===== src/rtl/rts_pkg.sv =====
package rts_pkg;
  typedef enum logic [1:0] {
    CFG_PKT_COST  = 2'd0,
    CFG_WORD_COST = 2'd1,
    CFG_BURST     = 2'd2,
    CFG_SPARE     = 2'd3
  } cfg_sel_e;
endpackage


===== src/rtl/rts_reset_sync.sv =====
module rts_reset_sync #(
  parameter int STAGES = 2
) (
  input  logic clk_i,
  input  logic rst_ni,
  output logic rst_sync_no
);
  logic [STAGES-1:0] sync_q;
  logic [STAGES-1:0] sync_d;

  always_comb sync_d = {sync_q[STAGES-2:0], 1'b1};

  always_ff @(posedge clk_i or negedge rst_ni) begin
    if (!rst_ni) sync_q <= '0;
    else         sync_q <= sync_d;
  end

  assign rst_sync_no = sync_q[STAGES-1];
endmodule


===== src/rtl/rts_cfg_regs.sv =====
module rts_cfg_regs
  import rts_pkg::*;
#(
  parameter int CFG_W = 20
) (
  input  logic             clk_i,
  input  logic             rst_ni,
  input  logic             we_i,
  input  logic [1:0]       sel_i,
  input  logic [CFG_W-1:0] data_i,
  output logic [CFG_W-1:0] pkt_cost_o,
  output logic [CFG_W-1:0] word_cost_o,
  output logic [CFG_W-1:0] limit_o
);
  logic [CFG_W-1:0] pkt_q, word_q, lim_q;
  logic [CFG_W-1:0] pkt_d, word_d, lim_d;
  logic             pkt_en, word_en, lim_en;
  cfg_sel_e         sel;

  always_comb begin
    sel     = cfg_sel_e'(sel_i);
    pkt_en  = we_i && (sel == CFG_PKT_COST);
    word_en = we_i && (sel == CFG_WORD_COST);
    lim_en  = we_i && (sel == CFG_BURST);
    pkt_d   = pkt_en  ? data_i : pkt_q;
    word_d  = word_en ? data_i : word_q;
    lim_d   = lim_en  ? data_i : lim_q;
  end

  always_ff @(posedge clk_i or negedge rst_ni) begin
    if (!rst_ni) begin
      pkt_q  <= '0;
      word_q <= '0;
      lim_q  <= '0;
    end else begin
      pkt_q  <= pkt_d;
      word_q <= word_d;
      lim_q  <= lim_d;
    end
  end

  assign pkt_cost_o  = pkt_q;
  assign word_cost_o = word_q;
  assign limit_o     = lim_q;

  // a write to the spare select leaves every stored value untouched
  a_r7_spare_keeps: assert property (@(posedge clk_i) disable iff (!rst_ni)
    (we_i && sel_i == 2'd3) |=> ($stable(pkt_q) && $stable(word_q) && $stable(lim_q)));
endmodule


===== src/rtl/rts_charge_calc.sv =====
module rts_charge_calc #(
  parameter int CFG_W = 20,
  parameter int LEN_W = 12,
  localparam int CHG_W = CFG_W + LEN_W + 1
) (
  input  logic [CFG_W-1:0] pkt_cost_i,
  input  logic [CFG_W-1:0] word_cost_i,
  input  logic [LEN_W-1:0] words_i,
  output logic [CHG_W-1:0] charge_o
);
  logic [CHG_W-1:0] word_part;

  always_comb begin
    word_part = CHG_W'(word_cost_i) * CHG_W'(words_i);
    charge_o  = word_part + CHG_W'(pkt_cost_i);
  end
endmodule


===== src/rtl/rts_bucket.sv =====
module rts_bucket #(
  parameter int CFG_W  = 20,
  parameter int CHG_W  = 33,
  parameter int ACC_W  = 40,
  parameter int REFILL = 16,
  localparam int THR_W = CFG_W + 8
) (
  input  logic             clk_i,
  input  logic             rst_ni,
  input  logic             req_i,
  input  logic             clr_i,
  input  logic [CHG_W-1:0] charge_i,
  input  logic [CFG_W-1:0] limit_i,
  output logic             allow_o,
  output logic [ACC_W-1:0] level_o
);
  logic [ACC_W-1:0] level_q, level_d, drained;
  logic [THR_W-1:0] thresh;
  logic [ACC_W:0]   sum;
  logic             fire;

  always_comb begin
    thresh  = {limit_i, 8'h00};
    allow_o = (level_q <= ACC_W'(thresh));
    fire    = req_i && allow_o;
    drained = (level_q > ACC_W'(REFILL)) ? (level_q - ACC_W'(REFILL)) : '0;
    sum     = {1'b0, drained} + (fire ? (ACC_W+1)'(charge_i) : '0);
    if (clr_i)             level_d = '0;
    else if (sum[ACC_W])   level_d = '1;
    else                   level_d = sum[ACC_W-1:0];
  end

  always_ff @(posedge clk_i or negedge rst_ni) begin
    if (!rst_ni) level_q <= '0;
    else         level_q <= level_d;
  end

  assign level_o = level_q;

  // any configuration write empties the bucket
  a_r7_clear: assert property (@(posedge clk_i) disable iff (!rst_ni)
    clr_i |=> (level_q == '0));
  // without an allowed packet the level never grows
  a_r5_no_growth: assert property (@(posedge clk_i) disable iff (!rst_ni)
    (!fire && !clr_i) |=> (level_q <= $past(level_q)));
  // draining removes at most the refill amount per cycle
  a_r3_drain_step: assert property (@(posedge clk_i) disable iff (!rst_ni)
    (!fire && !clr_i) |=> (($past(level_q) - level_q) <= ACC_W'(REFILL)));
  // an allowed packet leaves at least its charge in the bucket
  a_r6_full_charge: assert property (@(posedge clk_i) disable iff (!rst_ni)
    (fire && !clr_i) |=> (level_q >= ACC_W'($past(charge_i))));
endmodule


===== src/rtl/rate_token_shaper.sv =====
module rate_token_shaper #(
  parameter int CFG_W  = 20,
  parameter int LEN_W  = 12,
  parameter int ACC_W  = 40,
  parameter int REFILL = 16
) (
  input  logic             clk_i,
  input  logic             rst_ni,
  input  logic             cfg_we_i,
  input  logic [1:0]       cfg_sel_i,
  input  logic [CFG_W-1:0] cfg_data_i,
  input  logic             pkt_valid_i,
  input  logic [LEN_W-1:0] pkt_words_i,
  output logic             resp_valid_o,
  output logic             resp_allow_o,
  output logic [ACC_W-1:0] level_o
);
  localparam int CHG_W = CFG_W + LEN_W + 1;

  logic             rst_n;
  logic [CFG_W-1:0] pkt_cost, word_cost, limit;
  logic [CHG_W-1:0] charge;
  logic             allow;
  logic             rv_q, ra_q, rv_d, ra_d;

  rts_reset_sync #(.STAGES(2)) u_rst (
    .clk_i(clk_i), .rst_ni(rst_ni), .rst_sync_no(rst_n));

  rts_cfg_regs #(.CFG_W(CFG_W)) u_cfg (
    .clk_i(clk_i), .rst_ni(rst_n), .we_i(cfg_we_i), .sel_i(cfg_sel_i),
    .data_i(cfg_data_i), .pkt_cost_o(pkt_cost), .word_cost_o(word_cost),
    .limit_o(limit));

  rts_charge_calc #(.CFG_W(CFG_W), .LEN_W(LEN_W)) u_chg (
    .pkt_cost_i(pkt_cost), .word_cost_i(word_cost), .words_i(pkt_words_i),
    .charge_o(charge));

  rts_bucket #(.CFG_W(CFG_W), .CHG_W(CHG_W), .ACC_W(ACC_W), .REFILL(REFILL)) u_bkt (
    .clk_i(clk_i), .rst_ni(rst_n), .req_i(pkt_valid_i), .clr_i(cfg_we_i),
    .charge_i(charge), .limit_i(limit), .allow_o(allow), .level_o(level_o));

  always_comb begin
    rv_d = pkt_valid_i;
    ra_d = pkt_valid_i && allow;
  end

  always_ff @(posedge clk_i or negedge rst_n) begin
    if (!rst_n) begin
      rv_q <= 1'b0;
      ra_q <= 1'b0;
    end else begin
      rv_q <= rv_d;
      ra_q <= ra_d;
    end
  end

  assign resp_valid_o = rv_q;
  assign resp_allow_o = ra_q;

  // an answer only follows a request
  a_r8_resp_after_req: assert property (@(posedge clk_i) disable iff (!rst_n)
    resp_valid_o |-> $past(pkt_valid_i));
  // allow is only reported together with a valid answer
  a_r4_allow_in_resp: assert property (@(posedge clk_i) disable iff (!rst_n)
    resp_allow_o |-> resp_valid_o);
endmodule


===== config.mk =====
export PLATFORM = sky130hd
export DESIGN_NAME = rate_token_shaper
export DESIGN_NICKNAME = d
export VERILOG_FILES = /design/src/rtl/rts_pkg.sv /design/src/rtl/rts_reset_sync.sv /design/src/rtl/rts_cfg_regs.sv /design/src/rtl/rts_charge_calc.sv /design/src/rtl/rts_bucket.sv /design/src/rtl/rate_token_shaper.sv
export SDC_FILE = /design/constraint.sdc
export NUM_CORES = 1
export LEC_CHECK = 0
export ABC_AREA = 1
export BUFFER_PORTS_ARGS = -buffer_cell sky130_fd_sc_hd__buf_4
export CAP_MARGIN = 15
export CORE_MARGIN = 8
export CORE_UTILIZATION = 35
export DETAILED_ROUTE_END_ITERATION = 6
export PLACE_DENSITY_LB_ADDON = 0.25
export RECOVER_POWER = 25
export SKIP_CTS_REPAIR_TIMING = 1
export SYNTH_ARGS = -nofsm -noshare
export SYNTH_HDL_FRONTEND = slang
export SYNTH_HIERARCHICAL = 1
export SYNTH_SLANG_ARGS = --single-unit

===== constraint.sdc =====
create_clock -name clk_i -period 9.75 [get_ports clk_i]
set_input_delay 0.4875 -clock clk_i [delete_from_list [all_inputs] [get_ports clk_i]]
set_output_delay 0.4875 -clock clk_i [all_outputs]
set_load 0.03 [all_outputs]

Yosys cells after proc, flatten, opt, wreduce, memory -nomap -nowiden
Index checks and enable logic that the tools add are counted.

Bits in registers: 104. Latch bits: 0. Bits in writable memories: 0. ROM bits: 0. Input port bits: 38. Output and inout port bits: 42. Logic and storage cells: 24. Memories kept: 0.

Add/sub/neg operators: 3. Multiply operators: 1. Divide/modulo/power cells: 0. Order comparisons: 2. Eq/ne operators: 2. Shifts and indexed selects: 0. Mux-type cells: 4. Bitwise operators: 0. Reduce and logical (&&, ||, !) cells: 5.

Operators with widths (number): 40-bit 2-to-1 mux (3); 40-bit by 41-bit adder with 41-bit output (1); 40-bit by 5-bit greater-than comparator with 1-bit output, second input constant (1); 40-bit by 28-bit <= comparator with 1-bit output (1); 40-bit by 5-bit subtractor with 40-bit output, second input constant (1); 32-bit by 20-bit adder with 33-bit output (1); 33-bit 2-to-1 mux (1); 20-bit by 12-bit multiplier with 32-bit output (1); 1-bit logical AND (4); 2-bit by 1-bit equality test with 1-bit output, second input constant (1); 2-bit equality test, second input constant (1); 2-bit zero test (1).

Longest topological paths before layout
Depth after elaboration: 6. Gate-level depth with buffers: 40. Depth with buffers taken out: 39.

By module
The synthesis kept the hierarchy.

Modules (own cells, without submodules): rts_charge_calc (times used 1, cells each 1318, area each 9132.5 µm², seq. area each 0.0 µm²); rts_bucket (times used 1, cells each 930, area each 5670.4 µm², seq. area each 1001.0 µm²); rts_cfg_regs (times used 1, cells each 269, area each 2437.3 µm², seq. area each 1501.4 µm²); rate_token_shaper (times used 1, cells each 4, area each 57.6 µm², seq. area each 50.0 µm²); rts_reset_sync (times used 1, cells each 3, area each 53.8 µm², seq. area each 50.0 µm²).

Worst setup path after synthesis
No wires, ideal clock.

Path type: input port to flip-flop. From: input pkt_words_i[11]. To: register u_bkt.level_q[18] (netlist: u_bkt/level_o[18]). Library setup time: 0.076 ns. Data arrival time: 6.344 ns. Data required time: 9.674 ns. Setup slack: 3.329 ns. Stages on the path: 36. Path buffers: 3. Cells stage by stage: clkbuf_1 -> nand2_1 -> fa_1 -> inv_1 -> fa_1 -> inv_1 -> fa_1 -> inv_1 -> fa_1 -> inv_1 -> fa_1 -> inv_1 -> ha_1 -> nand2_1 -> inv_1 -> nand2_1 -> nor3_1 -> nand3_1 -> nand4_1 -> nand2_1 -> inv_1 -> nor2_1 -> ha_1 -> nand2_1 -> nor2_1 -> inv_1 -> nor2_1 -> and3_1 -> nand2_1 -> nand2_1 -> nand3_1 -> nand2_1 -> nand2_2 -> buf_6 -> buf_6 -> a21oi_2.

Longest elaborated chain between the ends: 6.

RTL lines: start, declared (line rate_token_shaper.sv:13) `input logic [LEN_W-1:0] pkt_words_i,`; 20-bit by 12-bit multiplier with 32-bit output (line rts_charge_calc.sv:14) `word_part = CHG_W'(word_cost_i) * CHG_W'(words_i);`; 32-bit by 20-bit adder with 33-bit output (line rts_charge_calc.sv:15) `charge_o = word_part + CHG_W'(pkt_cost_i);`; named net charge[26] (line rate_token_shaper.sv:22) `logic [CHG_W-1:0] charge;`; 33-bit 2-to-1 mux (line rts_bucket.sv:27) `sum = {1'b0, drained} + (fire ? (ACC_W+1)'(charge_i) : '0);`; 40-bit by 41-bit adder with 41-bit output (line rts_bucket.sv:27); 40-bit 2-to-1 mux (line rts_bucket.sv:29) `else if (sum[ACC_W]) level_d = '1;`; 40-bit 2-to-1 mux (line rts_bucket.sv:28) `if (clr_i) level_d = '0;`; named net u_bkt.level_d[18] (line rts_bucket.sv:17) `logic [ACC_W-1:0] level_q, level_d, drained;`; end signal, assigned (line rts_bucket.sv:35) `else level_q <= level_d;`; end, declared (line rts_bucket.sv:17).

The timed path passes the listed nets, and every way through them passes these cells. A chain may end at the register's enable or synchronous reset.

Worst setup path in the final report
From: register u_cfg.word_q[2] (netlist: u_cfg/word_cost_o[2]). To: register u_bkt.level_q[39] (netlist: u_bkt/level_o[39]).

Longest elaborated chain between the ends: 6.

RTL lines: start, declared (line rts_cfg_regs.sv:15) `logic [CFG_W-1:0] pkt_q, word_q, lim_q;`; start signal, assigned (line rts_cfg_regs.sv:37) `word_q <= word_d;`; 20-bit by 12-bit multiplier with 32-bit output (line rts_charge_calc.sv:14); 32-bit by 20-bit adder with 33-bit output (line rts_charge_calc.sv:15); named net charge[23] (line rate_token_shaper.sv:22); 33-bit 2-to-1 mux (line rts_bucket.sv:27); 40-bit by 41-bit adder with 41-bit output (line rts_bucket.sv:27); 40-bit 2-to-1 mux (line rts_bucket.sv:29); 40-bit 2-to-1 mux (line rts_bucket.sv:28); named net u_bkt.level_d[39] (line rts_bucket.sv:17).

The timed path passes the listed nets, and every way through them passes these cells.

==> results.ini <==
[run_status]
status = complete, no violations

[grt]
grt_max_degree = 89
globalRouteTotalUtil_pct = 20.3
overflow = 0
grt_pass1_vias = 15825
antenna_found_initial = 0
grt_pass1_wl_um = 90800

[timing]
hold_violations = 0
holdWs_ps = 264
fin_crit_sh_pct = 79.7
fin_crit_ps = 7770
setup-violations-final = 0
rsz0062_at_grt = no
drv_slew = 0
timing.final.ws_setup_ps = 1980
relSlewSlack_pct = 22.2
max_clock_freq_mhz = 129
fin_skew_ps = 14.8
fin_tns_setup_ps = 0
worst_pin_slew_ps = 1170

[floorplan]
num_rows = 81
start_util_pct = 35.4
die-area_um2 = 57000
die_h_um = 239
die_x_um = 239
core_region_area_um2 = 49000
boundaryPins = 80

[setup_path]
crit_fanout = 39
required_ps = 9980
worstSetupPathType = reg2reg
cp-end-kind = flop
reg2reg_slack_ps = 1980
critPathMostFrequentCell = nand2_1
crit_path_start_kind = flop
slowest_delay_ps = 740
crit_arrival_ps = 8000
cp_slowest_cell = dfrtp_1

[clocking]
h-tree-depth = 3
clkLatencyLatePin_ps = 380
cts.sinks = 104
root_buffer = clkbuf_16
cts_tree = built
clk_pin_slew_ps = 80
numCtsBuffers = 9
clockBufferDepth = 2

[drt]
vias = 15418
ant_nets = 0
routed_via_density = 4.81
finalWirelength_um = 56200
firstDrtPassIters = 6
drc = 0
wl_per_cell_um = 17.5
drt_iter0_drc = 1227

[cells_and_area]
diodes = 0
layout-drive-gt1-share_pct = 5.90
areaGrowthSynthToFinish_pct = 7.87
final_net_count = 2911
fin_util_pct = 38.2

[yosys]
synth_top_area_share_pct = 23.2
synth.top_cells.by_count = nand2_1 (763), inv_1 (579), nor2_1 (210)
postSynth.asyncResetShare_pct = 100
synth.area.top_cells = fa_1 (23%), nand2_1 (17%), dfrtp_1 (15%), inv_1 (13%), ha_1 (9.7%)
avgSynthCellArea_um2 = 6.87
post-synth-top-area-cell = fa_1
synth_most_common_cell = nand2_1
synthesis.area_um2 = 17400
ys_seq_area_share_pct = 15.0
synth_cell_types = 42
synth_cells = 2524
ys_ff_latch = 104
syn-num-nets = 2898
yosysWarnings = 6
synth_ff_type = dfrtp_1
synth_edf_count = 0

[run]
cap_violations = 0

[place]
io_buffers = 79
pre_cts_ws_ps = 1970
routabilityCongestion = 0.990
dp_hpwl_um = 46900

[hold_path]
hp-class = in2reg

## worst max-delay path, delay by kind of cell, from the launching register on
kind	cells	cell delay (ps)
AO/OA/AOI/OAI	3	720
adder cells (fa/ha/maj)	7	3390
buffers and inverters	4	270
flip-flops	1	740
AND/OR/NAND/NOR	19	2490
## flip-flops by register name, summed over array words and instances, names as in the netlist
name               flops
u_bkt/level_o         40
u_cfg/limit_o         20
u_cfg/pkt_cost_o      20
u_cfg/word_cost_o     20
u_rst/sync_q           2
resp_allow_o           1
resp_valid_o           1
## stage by stage
| step | area (um2) | instances |
|---|---|---|
| 3_5_place_dp | 18500 | 3189 |
| 2_1_floorplan | 17400 | 2524 |
| 4_1_cts | 18800 | 3205 |
| 6_report | 18700 | 3206 |
| 3_3_place_gp | 18500 | 3189 |
| 5_1_grt | 18700 | 3206 |
## cell families after synthesis
logic type	Yosys count	synth area share [%]
simple gates	1182	28.5
buf+inv	668	14.7
fa+ha+maj	336	32.9
compound gates	166	5.39
flops	104	15.0
xor+xnor	67	3.38
other cells	1	0.0216
## layout make-up
type | instances | area [um2]
clock buffer | 9 | 225
clock inverter | 7 | 93.8
fill | 5310 | 30200
inverter | 586 | 2200
multi-input combinational | 1752 | 12200
sequential | 104 | 2600
tap | 664 | 831
timing repair buffer | 84 | 573
## worst paths after layout
| kind | startpoint | end | depth (start not counted) |
|---|---|---|---|
| worst max-delay path | u_cfg/word_cost_o[2]$_DFFE_PN0P_ | u_bkt/level_o[39]$_DFF_PN0_ | 33 |
| worst min-delay path | pkt_valid_i | resp_valid_o$_DFF_PN0_ | 1 |
| worst max register to register | u_cfg/word_cost_o[2]$_DFFE_PN0P_ | u_bkt/level_o[39]$_DFF_PN0_ | 33 |
| worst min register to register | u_rst/sync_q[0]$_DFF_PN0_ | u_rst/sync_q[1]$_DFF_PN0_ | 0 |
| max in group asynchronous | u_rst/sync_q[1]$_DFF_PN0_ | u_cfg/word_cost_o[2]$_DFFE_PN0P_ | 1 |
| min in group asynchronous | rst_ni | u_rst/sync_q[0]$_DFF_PN0_ | 2 |
## cells in the final DEF, fill, tap and decap left out, types with 16 or more instances in the layout
cell        n
o21ai_0    23
inv_1     579
dfrtp_1   104
nand2_1   763
buf_4      67
nand3_1    78
nor2_1    210
a21oi_1   102
xnor2_1    21
nor2_2     16
nor3_1     16
fa_1      201
ha_1      135
xor2_1     46
nand4_1    56
clkbuf_1   16
## routing by layer
layer / up-vias / global-route usage (%) / routed length (um)
li1: 7529 / - / -
met1: 7446 / 27.1 / 24900
met2: 382 / 34.1 / 27100
met3: 61 / 2.37 / 2520
met4: 0 / 5.94 / 1730
met5: - / 0 / 0
Power is not shown: default switching activity piles up to over one toggle a cycle in this logic, so the estimate is an artifact.
